==> config.mk <==
export PLATFORM = sky130hd
export DESIGN_NAME = dfc_top
export DESIGN_NICKNAME = d
export VERILOG_FILES = /design/src/rtl/dfc_pkg.sv /design/src/rtl/dfc_chan.sv /design/src/rtl/dfc_seq.sv /design/src/rtl/dfc_top.sv
export SDC_FILE = /design/constraint.sdc
export NUM_CORES = 2
export LEC_CHECK = 0
export BUFFER_PORTS_ARGS = -buffer_cell sky130_fd_sc_hd__buf_2
export CORE_ASPECT_RATIO = 1.5
export CORE_UTILIZATION = 25
export DETAILED_ROUTE_END_ITERATION = 16
export GPL_TIMING_DRIVEN = 0
export PLACE_DENSITY_LB_ADDON = 0.12
export REMOVE_ABC_BUFFERS = 1
export SLEW_MARGIN = 20
export SYNTH_ARGS = -nofsm -noshare
export SYNTH_HDL_FRONTEND = slang
export SYNTH_HIERARCHICAL = 1
export SYNTH_SLANG_ARGS = --single-unit
export TNS_END_PERCENT = 1
==> constraint.sdc <==
create_clock -name clk -period 12.1 [get_ports clk]
set_input_delay 3.025 -clock clk [delete_from_list [all_inputs] [get_ports clk]]
set_output_delay 3.025 -clock clk [all_outputs]
set_load 0.02 [all_outputs]
==> src/rtl/dfc_pkg.sv <==
package dfc_pkg;

    localparam int REG_AW     = 12;
    localparam int BR_BASE    = 'h080;
    localparam int CH_BASE    = 'h200;
    localparam int CH_STRIDE  = 16;

    localparam logic [31:0] BR_WMASK = 32'hFFFF_FFF3;
    localparam logic [31:0] ND_WMASK = 32'hFFFF_FFF0;

    localparam int BR_REQ_BIT   = 0;
    localparam int BR_EVT_BIT   = 1;
    localparam int CMD_EOF_BIT  = 21;
    localparam int CMD_SOF_BIT  = 22;
    localparam int CMD_PAL_BIT  = 26;

    typedef logic [31:0] word_t;

    typedef enum logic [2:0] {
        S_IDLE, S_SCAN, S_REQ, S_WAIT, S_POST, S_DONE
    } seq_state_e;

    typedef struct packed {
        word_t nxt;
        word_t src;
        word_t fid;
        word_t cmd;
    } desc_t;

    typedef struct packed {
        word_t branch;
        desc_t d;
    } chan_regs_t;

    function automatic logic [REG_AW-1:0] br_addr(input int c);
        return REG_AW'(BR_BASE + 4 * c);
    endfunction

    function automatic logic [REG_AW-1:0] ch_addr(input int c, input int w);
        return REG_AW'(CH_BASE + CH_STRIDE * c + 4 * w);
    endfunction

    function automatic logic in_window(input word_t p, input word_t base, input word_t size);
        logic [32:0] lo, hi, top;
        lo  = {1'b0, p};
        hi  = {1'b0, p} + 33'd16;
        top = {1'b0, base} + {1'b0, size};
        return (lo >= {1'b0, base}) && (hi <= top);
    endfunction

endpackage

==> src/rtl/dfc_chan.sv <==
module dfc_chan
    import dfc_pkg::*;
(
    input  logic       clk,
    input  logic       rst,
    input  logic       br_we,
    input  logic       nd_we,
    input  word_t      wdata,
    input  logic       clr_src,
    input  logic       take_br,
    input  logic       ld_we,
    input  logic [1:0] ld_idx,
    input  word_t      ld_data,
    output chan_regs_t regs
);

    always_ff @(posedge clk) begin
        if (rst) begin
            regs <= '0;
        end else begin
            // software write wins over the hardware clear of the request bit
            if (br_we)
                regs.branch <= wdata & BR_WMASK;
            else if (take_br)
                regs.branch[BR_REQ_BIT] <= 1'b0;

            if (ld_we && ld_idx == 2'd0)
                regs.d.nxt <= ld_data;
            else if (nd_we)
                regs.d.nxt <= wdata & ND_WMASK;

            if (clr_src)
                regs.d.src <= '0;
            else if (ld_we && ld_idx == 2'd1)
                regs.d.src <= ld_data;

            if (ld_we && ld_idx == 2'd2)
                regs.d.fid <= ld_data;
            if (ld_we && ld_idx == 2'd3)
                regs.d.cmd <= ld_data;
        end
    end

endmodule

==> src/rtl/dfc_seq.sv <==
module dfc_seq
    import dfc_pkg::*;
#(
    parameter int    NCH      = 7,
    parameter word_t WIN_BASE = 32'h0000_1000,
    parameter word_t WIN_SIZE = 32'h0000_1000
) (
    input  logic                     clk,
    input  logic                     rst,
    input  logic                     frame_start,
    input  logic [NCH-1:0]           chan_en,
    input  logic [NCH-1:0][31:0]     br_val,
    input  logic [NCH-1:0][31:0]     nd_val,
    input  logic [NCH-1:0][31:0]     src_val,
    input  logic [NCH-1:0]           cmd_sof,
    input  logic [NCH-1:0]           cmd_eof,
    input  logic [NCH-1:0]           cmd_pal,
    output logic                     clr_src,
    output logic [NCH-1:0]           take_br,
    output logic [NCH-1:0]           ld_we,
    output logic [1:0]               ld_idx,
    output word_t                    ld_data,
    output logic                     mem_req,
    output word_t                    mem_addr,
    input  logic                     mem_valid,
    input  word_t                    mem_rdata,
    output logic [NCH-1:0]           ev_branch,
    output logic [NCH-1:0]           ev_sof,
    output logic [NCH-1:0]           ev_eof,
    output logic [NCH-1:0]           ev_buserr,
    output logic                     done
);

    localparam int CW = $clog2(NCH + 1);
    localparam int IW = (NCH > 1) ? $clog2(NCH) : 1;
    localparam logic [CW-1:0] LAST = CW'(NCH);

    seq_state_e    st;
    logic [CW-1:0] ch;
    logic [IW-1:0] chs;
    logic [1:0]    widx;
    word_t         ptr;
    word_t         sel;
    logic          br_pend;
    logic          cur_en;

    assign chs     = (ch == LAST) ? '0 : IW'(ch);
    assign cur_en  = (ch != LAST) && chan_en[chs];
    assign br_pend = br_val[chs][BR_REQ_BIT];
    assign sel     = br_pend ? (br_val[chs] & ND_WMASK) : (nd_val[chs] & ND_WMASK);

    assign clr_src  = (st == S_IDLE) && frame_start;
    assign mem_req  = (st == S_REQ);
    assign mem_addr = ptr + {28'd0, widx, 2'b00};
    assign ld_idx   = widx;
    assign ld_data  = mem_rdata;
    assign done     = (st == S_DONE);

    always_comb begin
        take_br   = '0;
        ev_branch = '0;
        ld_we     = '0;
        ev_sof    = '0;
        ev_eof    = '0;
        ev_buserr = '0;
        for (int c = 0; c < NCH; c++) begin
            if (IW'(c) == chs) begin
                if (st == S_SCAN && cur_en && br_pend) begin
                    take_br[c]   = 1'b1;
                    ev_branch[c] = br_val[c][BR_EVT_BIT];
                end
                if (st == S_WAIT && mem_valid)
                    ld_we[c] = 1'b1;
                if (st == S_POST) begin
                    if (src_val[c] == '0) begin
                        ev_buserr[c] = 1'b1;
                    end else if (!cmd_pal[c]) begin
                        ev_sof[c] = cmd_sof[c];
                        ev_eof[c] = cmd_eof[c];
                    end
                end
            end
        end
    end

    always_ff @(posedge clk) begin
        if (rst) begin
            st   <= S_IDLE;
            ch   <= '0;
            widx <= '0;
            ptr  <= '0;
        end else begin
            case (st)
                S_IDLE: if (frame_start) begin
                    ch <= '0;
                    st <= S_SCAN;
                end
                S_SCAN: begin
                    if (ch == LAST) begin
                        st <= S_DONE;
                    end else if (!cur_en) begin
                        ch <= ch + 1'b1;
                    end else if (in_window(sel, WIN_BASE, WIN_SIZE)) begin
                        ptr  <= sel;
                        widx <= '0;
                        st   <= S_REQ;
                    end else begin
                        st <= S_POST;
                    end
                end
                S_REQ:  st <= S_WAIT;
                S_WAIT: if (mem_valid) begin
                    if (widx == 2'd3) begin
                        st <= S_POST;
                    end else begin
                        widx <= widx + 1'b1;
                        st   <= S_REQ;
                    end
                end
                S_POST: begin
                    ch <= ch + 1'b1;
                    st <= S_SCAN;
                end
                S_DONE: st <= S_IDLE;
                default: st <= S_IDLE;
            endcase
        end
    end

endmodule

==> src/rtl/dfc_top.sv <==
module dfc_top
    import dfc_pkg::*;
#(
    parameter int    NCH      = 7,
    parameter word_t WIN_BASE = 32'h0000_1000,
    parameter word_t WIN_SIZE = 32'h0000_1000
) (
    input  logic              clk,
    input  logic              rst,
    input  logic              frame_start,
    input  logic [NCH-1:0]    chan_en,
    input  logic [REG_AW-1:0] reg_addr,
    input  logic              reg_we,
    input  logic [31:0]       reg_wdata,
    output logic [31:0]       reg_rdata,
    output logic              mem_req,
    output logic [31:0]       mem_addr,
    input  logic              mem_valid,
    input  logic [31:0]       mem_rdata,
    output logic [NCH-1:0]    ev_branch,
    output logic [NCH-1:0]    ev_sof,
    output logic [NCH-1:0]    ev_eof,
    output logic [NCH-1:0]    ev_buserr,
    output logic              pass_done
);

    chan_regs_t              regs [NCH];
    logic [NCH-1:0][31:0]    br_val, nd_val, src_val;
    logic [NCH-1:0]          cmd_sof, cmd_eof, cmd_pal;
    logic [NCH-1:0]          br_we, nd_we, take_br, ld_we;
    logic [1:0]              ld_idx;
    word_t                   ld_data;
    logic                    clr_src;

    for (genvar c = 0; c < NCH; c++) begin : g_ch
        assign br_we[c] = reg_we && (reg_addr == br_addr(c));
        assign nd_we[c] = reg_we && (reg_addr == ch_addr(c, 0));

        dfc_chan u_chan (
            .clk     (clk),
            .rst     (rst),
            .br_we   (br_we[c]),
            .nd_we   (nd_we[c]),
            .wdata   (reg_wdata),
            .clr_src (clr_src),
            .take_br (take_br[c]),
            .ld_we   (ld_we[c]),
            .ld_idx  (ld_idx),
            .ld_data (ld_data),
            .regs    (regs[c])
        );

        assign br_val[c]  = regs[c].branch;
        assign nd_val[c]  = regs[c].d.nxt;
        assign src_val[c] = regs[c].d.src;
        assign cmd_sof[c] = regs[c].d.cmd[CMD_SOF_BIT];
        assign cmd_eof[c] = regs[c].d.cmd[CMD_EOF_BIT];
        assign cmd_pal[c] = regs[c].d.cmd[CMD_PAL_BIT];
    end

    always_comb begin
        reg_rdata = '0;
        for (int c = 0; c < NCH; c++) begin
            if (reg_addr == br_addr(c))    reg_rdata = regs[c].branch;
            if (reg_addr == ch_addr(c, 0)) reg_rdata = regs[c].d.nxt;
            if (reg_addr == ch_addr(c, 1)) reg_rdata = regs[c].d.src;
            if (reg_addr == ch_addr(c, 2)) reg_rdata = regs[c].d.fid;
            if (reg_addr == ch_addr(c, 3)) reg_rdata = regs[c].d.cmd;
        end
    end

    dfc_seq #(
        .NCH      (NCH),
        .WIN_BASE (WIN_BASE),
        .WIN_SIZE (WIN_SIZE)
    ) u_seq (
        .clk         (clk),
        .rst         (rst),
        .frame_start (frame_start),
        .chan_en     (chan_en),
        .br_val      (br_val),
        .nd_val      (nd_val),
        .src_val     (src_val),
        .cmd_sof     (cmd_sof),
        .cmd_eof     (cmd_eof),
        .cmd_pal     (cmd_pal),
        .clr_src     (clr_src),
        .take_br     (take_br),
        .ld_we       (ld_we),
        .ld_idx      (ld_idx),
        .ld_data     (ld_data),
        .mem_req     (mem_req),
        .mem_addr    (mem_addr),
        .mem_valid   (mem_valid),
        .mem_rdata   (mem_rdata),
        .ev_branch   (ev_branch),
        .ev_sof      (ev_sof),
        .ev_eof      (ev_eof),
        .ev_buserr   (ev_buserr),
        .done        (pass_done)
    );

endmodule

# Yosys cells after proc, flatten, opt, wreduce, memory -nomap -nowiden
# Index checks and enable logic that the tools add are counted.
# word_totals
ramBits	0
register_bits	1146
mem_count	0
elab_cells	387
latchBits	0
input_bits	88
rom_bits	0
# op_classes
reduce_logical	79
mul	0
shift	0
n_div	0
mux	195
n_lt_le_gt_ge	3
n_eq_ne	59
add_sub_neg	4
bitwise	1
# ops
operator	n
$mux W32	52
$eq A12 B10 Y1 const B	28
$logic_not A32 Y1	7
$bmux W32 S3	2
$mux W1	122
$eq A12 B8 Y1 const B	7
$logic_and A1 B1 Y1	48
$add A32 B5 Y33 const B	1
$le A33 B14 Y1 const B	1
$add A32 B4 Y32	1
$ge A32 B13 Y1 const B	1
$mux W3	10
$reduce_bool A2 Y1	15
$pmux W3 S5	1
$ne A2 B2 Y1 const B	6
$mux W2	5
$eq A3 B3 Y1 const A	3
$eq A3 B3 Y1 const B	3
$pmux W3 S3	1
$reduce_and A4 Y1	2
$eq A2 B3 Y1 const A	2
$eq A3 B2 Y1 const B	2
$logic_not A3 Y1	2
$reduce_and A6 Y1	1
other kinds (17)	18

# Longest topological paths before layout
# depth
depth_word	36
mapped_depth	20
depth_no_buf	14

# Modules after synthesis
# Netlist, hierarchy kept.
# modules_own_cells
module	n_inst	cells_per_inst	area_per_inst_um2
dfc_chan	7	637	6865.3
dfc_top	1	1704	10766.6
dfc_seq	1	1096	7638.6

# Least setup slack after synthesis
# No wires, ideal clock.
# synth_timing
kind	input to output
from	input reg_addr[0]
to	output reg_rdata[2]
t_arrival_ps	5530
path_stages	10
path_slack_ps	3545
cell_sequence	buf_2 nand4bb_1 buf_2 nor2_2 nand2_1 clkbuf_1 o22ai_1 nor4_1 nor3_1 nor4b_1
# synth_between
elab_chain_len	35
# synth_lines
item	line_no	rtl
from (decl)	dfc_top.sv:12	input logic [REG_AW-1:0] reg_addr,
$eq A12 B10 Y1	dfc_top.sv:65	if (reg_addr == ch_addr(c, 0)) reg_rdata = regs[c].d.nxt;
$mux W32	dfc_top.sv:65	
$mux W32	dfc_top.sv:66	if (reg_addr == ch_addr(c, 1)) reg_rdata = regs[c].d.src;
$mux W32	dfc_top.sv:67	if (reg_addr == ch_addr(c, 2)) reg_rdata = regs[c].d.fid;
$mux W32	dfc_top.sv:68	if (reg_addr == ch_addr(c, 3)) reg_rdata = regs[c].d.cmd;
$mux W32	dfc_top.sv:64	if (reg_addr == br_addr(c)) reg_rdata = regs[c].branch;
$mux W32	dfc_top.sv:65	
$mux W32	dfc_top.sv:66	
[... 19 more ...]	--	
$mux W32	dfc_top.sv:66	
$mux W32	dfc_top.sv:67	
$mux W32	dfc_top.sv:68	
$mux W32	dfc_top.sv:64	
$mux W32	dfc_top.sv:65	
$mux W32	dfc_top.sv:66	
$mux W32	dfc_top.sv:67	
$mux W32 (*)	dfc_top.sv:68	
to (decl)	dfc_top.sv:15	output logic [31:0] reg_rdata,
# Every way passes the cells marked *; elsewhere a longest branch is shown, timed or not.

# Final worst setup path
# layout_timing
from	input reg_addr[2]
to	output reg_rdata[28]
# layout_between
elab_chain_len	36
# layout_lines
item	line_no
$eq A12 B8 Y1	dfc_top.sv:64
$mux W32	dfc_top.sv:64
$mux W32	dfc_top.sv:65
$mux W32	dfc_top.sv:66
$mux W32	dfc_top.sv:67
$mux W32	dfc_top.sv:68
$mux W32	dfc_top.sv:64
$mux W32	dfc_top.sv:65
[... 20 more ...]	--
$mux W32	dfc_top.sv:66
$mux W32	dfc_top.sv:67
$mux W32	dfc_top.sv:68
$mux W32	dfc_top.sv:64
$mux W32	dfc_top.sv:65
$mux W32	dfc_top.sv:66
$mux W32	dfc_top.sv:67
$mux W32 (*)	dfc_top.sv:68
# Marked as above.

==> metrics.md <==
| Metric | Value |
|---|---|
| Status | completed |
| RSZ-0062 raised after global routing | no |
| R2R cell count | 16 |
| Biggest area consumer among synthesized cells | dfxtp_1 |
| Yosys cell types | 111 |
| IO Pins | 182 |
| Final Core Density | 29.5% |
| Setup TNS | 0 ns |
| Layout area overhead | 17.2% |
| Post-route design area | 77,900 um2 |
| Post-placement cell count | 10,500 |
| Routed len/inst | 35.4 um |
| Syn. warnings | 6 |
| Drt first pass iters | 6 |
| Critical path data arrival time | 8.80 ns |
| CTS Buf Count | 140 |
| FP Rows | 231 |
| Register-to-register setup slack | 4.31 ns |
| Reg2reg start | u_seq/ch[0]$_SDFFE_PP0P_ |
| Setup CP Type | primary input to primary output |
| Leak | 27.1 nW |
| CTS Hold Buffers Added | 0 |
| Commonest non-fill, non-tap cell in the layout | dfxtp_1 |
| Power Density | 124 nW/um2 |
| Critical-path top delay cell | a2111oi_0 |
| Seq/Total Area, Yosys | 34.4% |
| Crit end category | primary output |
| Vias post-DR | 61,500 |
| Post-synth EDFFs | 0 |
| Initial antenna violation count | 45 |
| Detailed Place HPWL | 276,000 um |
| Pin count of the biggest net entering global routing | 207 |
| Number of global-route vias before repair | 58,800 |
| Worst-Margin Slew | 1.30 ns |
| Horiz. Die Dim | 423 um |
| Hold_ws | 0.423 ns |
| Gp weighted congestion | 0.902 |
| Total die area | 268,000 um2 |
| Clock sink count | 1,142 |
| Fin crit share | 97.8% |
| Layout Nets | 7,209 |
| Flops & latches, synth | 1,142 |
| Ys async rst share | 0% |
| Non-Filler Instances | 10,700 |
| Total grt overflow | 0 |
| Htree depth | 4 |
| Crit start category | primary input |
| Post-route DRC violation count | 0 |
| Worst slack, placed | 0.371 ns |
| Slew margin rel. | 12.5% |
| Worst path max stage delay | 0.97 ns |
| Gate count of the mapped netlist | 7,259 |
| Most used cell, CP | a2111oi_0 |
| TritonCTS clock tree | done |
| Die Ht | 633 um |
| Synth Cell Area | 66,500 um2 |
| Routed Antenna Nets | 0 |
| Commonest non-fill, non-tap cells in the layout | dfxtp_1, mux2i_1, nand2b_1 |
| Drt total wl | 379,000 um |
| Final hold vios | 0 |
| Hold path depth | 2 |
| Fin Clk Skew | 0.0375 ns |
| Worst R2R End | u_seq/ptr[7]$_SDFFE_PP0P_ |
| Worst Path Required | 9.07 ns |
| Bufs on Longest Clock Path | 4 |
| Setup Buffers After CTS | 0 |
| Worst hold path type | flip-flop to flip-flop |
| Post-CTS Resized | 0 |
| Clk root buf | clkbuf_16 |
| Yosys top cell area share | 34.4% |
| Post-synthesis average cell area | 9.16 um2 |
| Global-route wire length before repair | 515,000 um |
| I/O Buffers | 177 |
| Hold path endpoint | u_seq/ptr[22]$_SDFFE_PP0P_ |
| Crit-path cells | buf_8 > buf_16 > nand4bb_4 > buf_12 > nor2_2 > nand2_2 > nand2_1 > a2111oi_0 > a2111oi_0 > o221ai_1 > nand3_1 > buf_2 |
| Worst Hold Launch | u_seq/ptr[22]$_SDFFE_PP0P_ |
| Tot Pwr | 9.69 mW |
| Finish-stage setup viols | 0 |
| Tmin final | 11.83 ns |
| Clock edge transition at the registers on the reported setup and hold paths | 0.06 ns |
| Setup ws final | 0.272 ns |
| DP Area | 73,200 um2 |
| Vias per std cell | 5.74 |
| Layout cells sized above 1 | 18.9% |
| Detailed Route Iter0 Violations | 6,463 |
| Initial Utilization | 25.2% |
| FILL cells | 27,800 |
| Gr usage total | 27.2% |
| Top FF cell, synth | dfxtp_1 |
| Maximum fanout along the worst path | 58 |
| F_max | 84.5 MHz |
| Maximum vdd drop | 0.106 mV |
| Clk_lat worst skew | 0.82 ns |
| Core Footprint | 264,000 um2 |
| Max Cap Viol | 0 |
| Final slew viol count | 0 |
| Top cells by area, synth | dfxtp_1, mux2i_1, nand2b_1 |
## cell usage after synthesis (75+ instances only)
cell type     n
a21oi_1     268
nor3b_1     455
o22ai_1     158
o21ai_0     259
nor2_1      621
nand3_1      95
dfxtp_1    1142
mux2i_1     933
nor4_1       75
a22oi_1      89
nor3_1       87
buf_2       238
mux2_2      254
a221oi_1    112
nand2b_1    724
nand2_1     203
a221oi_2    140
buf_4       114
clkbuf_1    331
## flip-flops by register name (all words and copies together), names as in the netlist
register / cells
u_seq/ptr: 28
u_seq/ld_idx: 2
g_ch.u_chan/regs: 1106
u_seq/ch: 3
u_seq/st: 3
## how the worst max path moves through the flow
stage / depth (start not counted) / to / start
after floorplan: 3 / g_ch[0].u_chan/regs[70]$_SDFFE_PP0P_ / frame_start
after global placement: 4 / g_ch[6].u_chan/regs[73]$_SDFFE_PP0P_ / frame_start
after detailed placement: 12 / reg_rdata[28] / reg_addr[2]
after CTS: 12 / reg_rdata[28] / reg_addr[2]
after global routing: 12 / reg_rdata[28] / reg_addr[2]
final: 12 / reg_rdata[28] / reg_addr[2]
## cell type report
| type | count | area (um2) | area share [%] |
|---|---|---|---|
| inverter | 52 | 199 | 0.255 |
| tap | 3495 | 4370 | 5.62 |
| timing repair buffer | 460 | 5370 | 6.89 |
| sequential | 1142 | 22900 | 29.4 |
| clock inverter | 28 | 385 | 0.495 |
| multi-input combinational | 5321 | 40400 | 51.9 |
| antenna | 13 | 32.5 | 0.0418 |
| clock buffer | 207 | 4200 | 5.39 |
## metal layers
metal / global-route usage [%] / vias to the layer above / routed length [um]
met5: 0 / - / 93
met4: 18.5 / 14 / 30600
met3: 3.42 / 838 / 22500
met2: 45.4 / 2988 / 177000
met1: 32.6 / 31200 / 148000
li1: - / 26500 / -
## kinds of logic after synthesis
group	Yosys count	synth area share, %
simple gates	2596	22.9
flops	1142	34.4
fa+ha+maj	4	0.0753
compound gates	1479	17.0
xor+xnor	3	0.0395
mux	1223	19.3
other cells	8	0.0452
buf+inv	804	6.21
## critical path, delay by kind of cell
kind                   cells  cell delay, ns
AND/OR/NAND/NOR            5            2.76
buffers and inverters      4            1.30
AO/OA/AOI/OAI              3            1.46
## power by group
group	switching, mW	internal [mW]	leakage (nW)
logic	1.03	0.410	15.6
registers	0.0250	3.76	9.20
clock network	1.87	2.59	2.26
total	2.93	6.76	27.1
(Power assumes the default switching activity.)
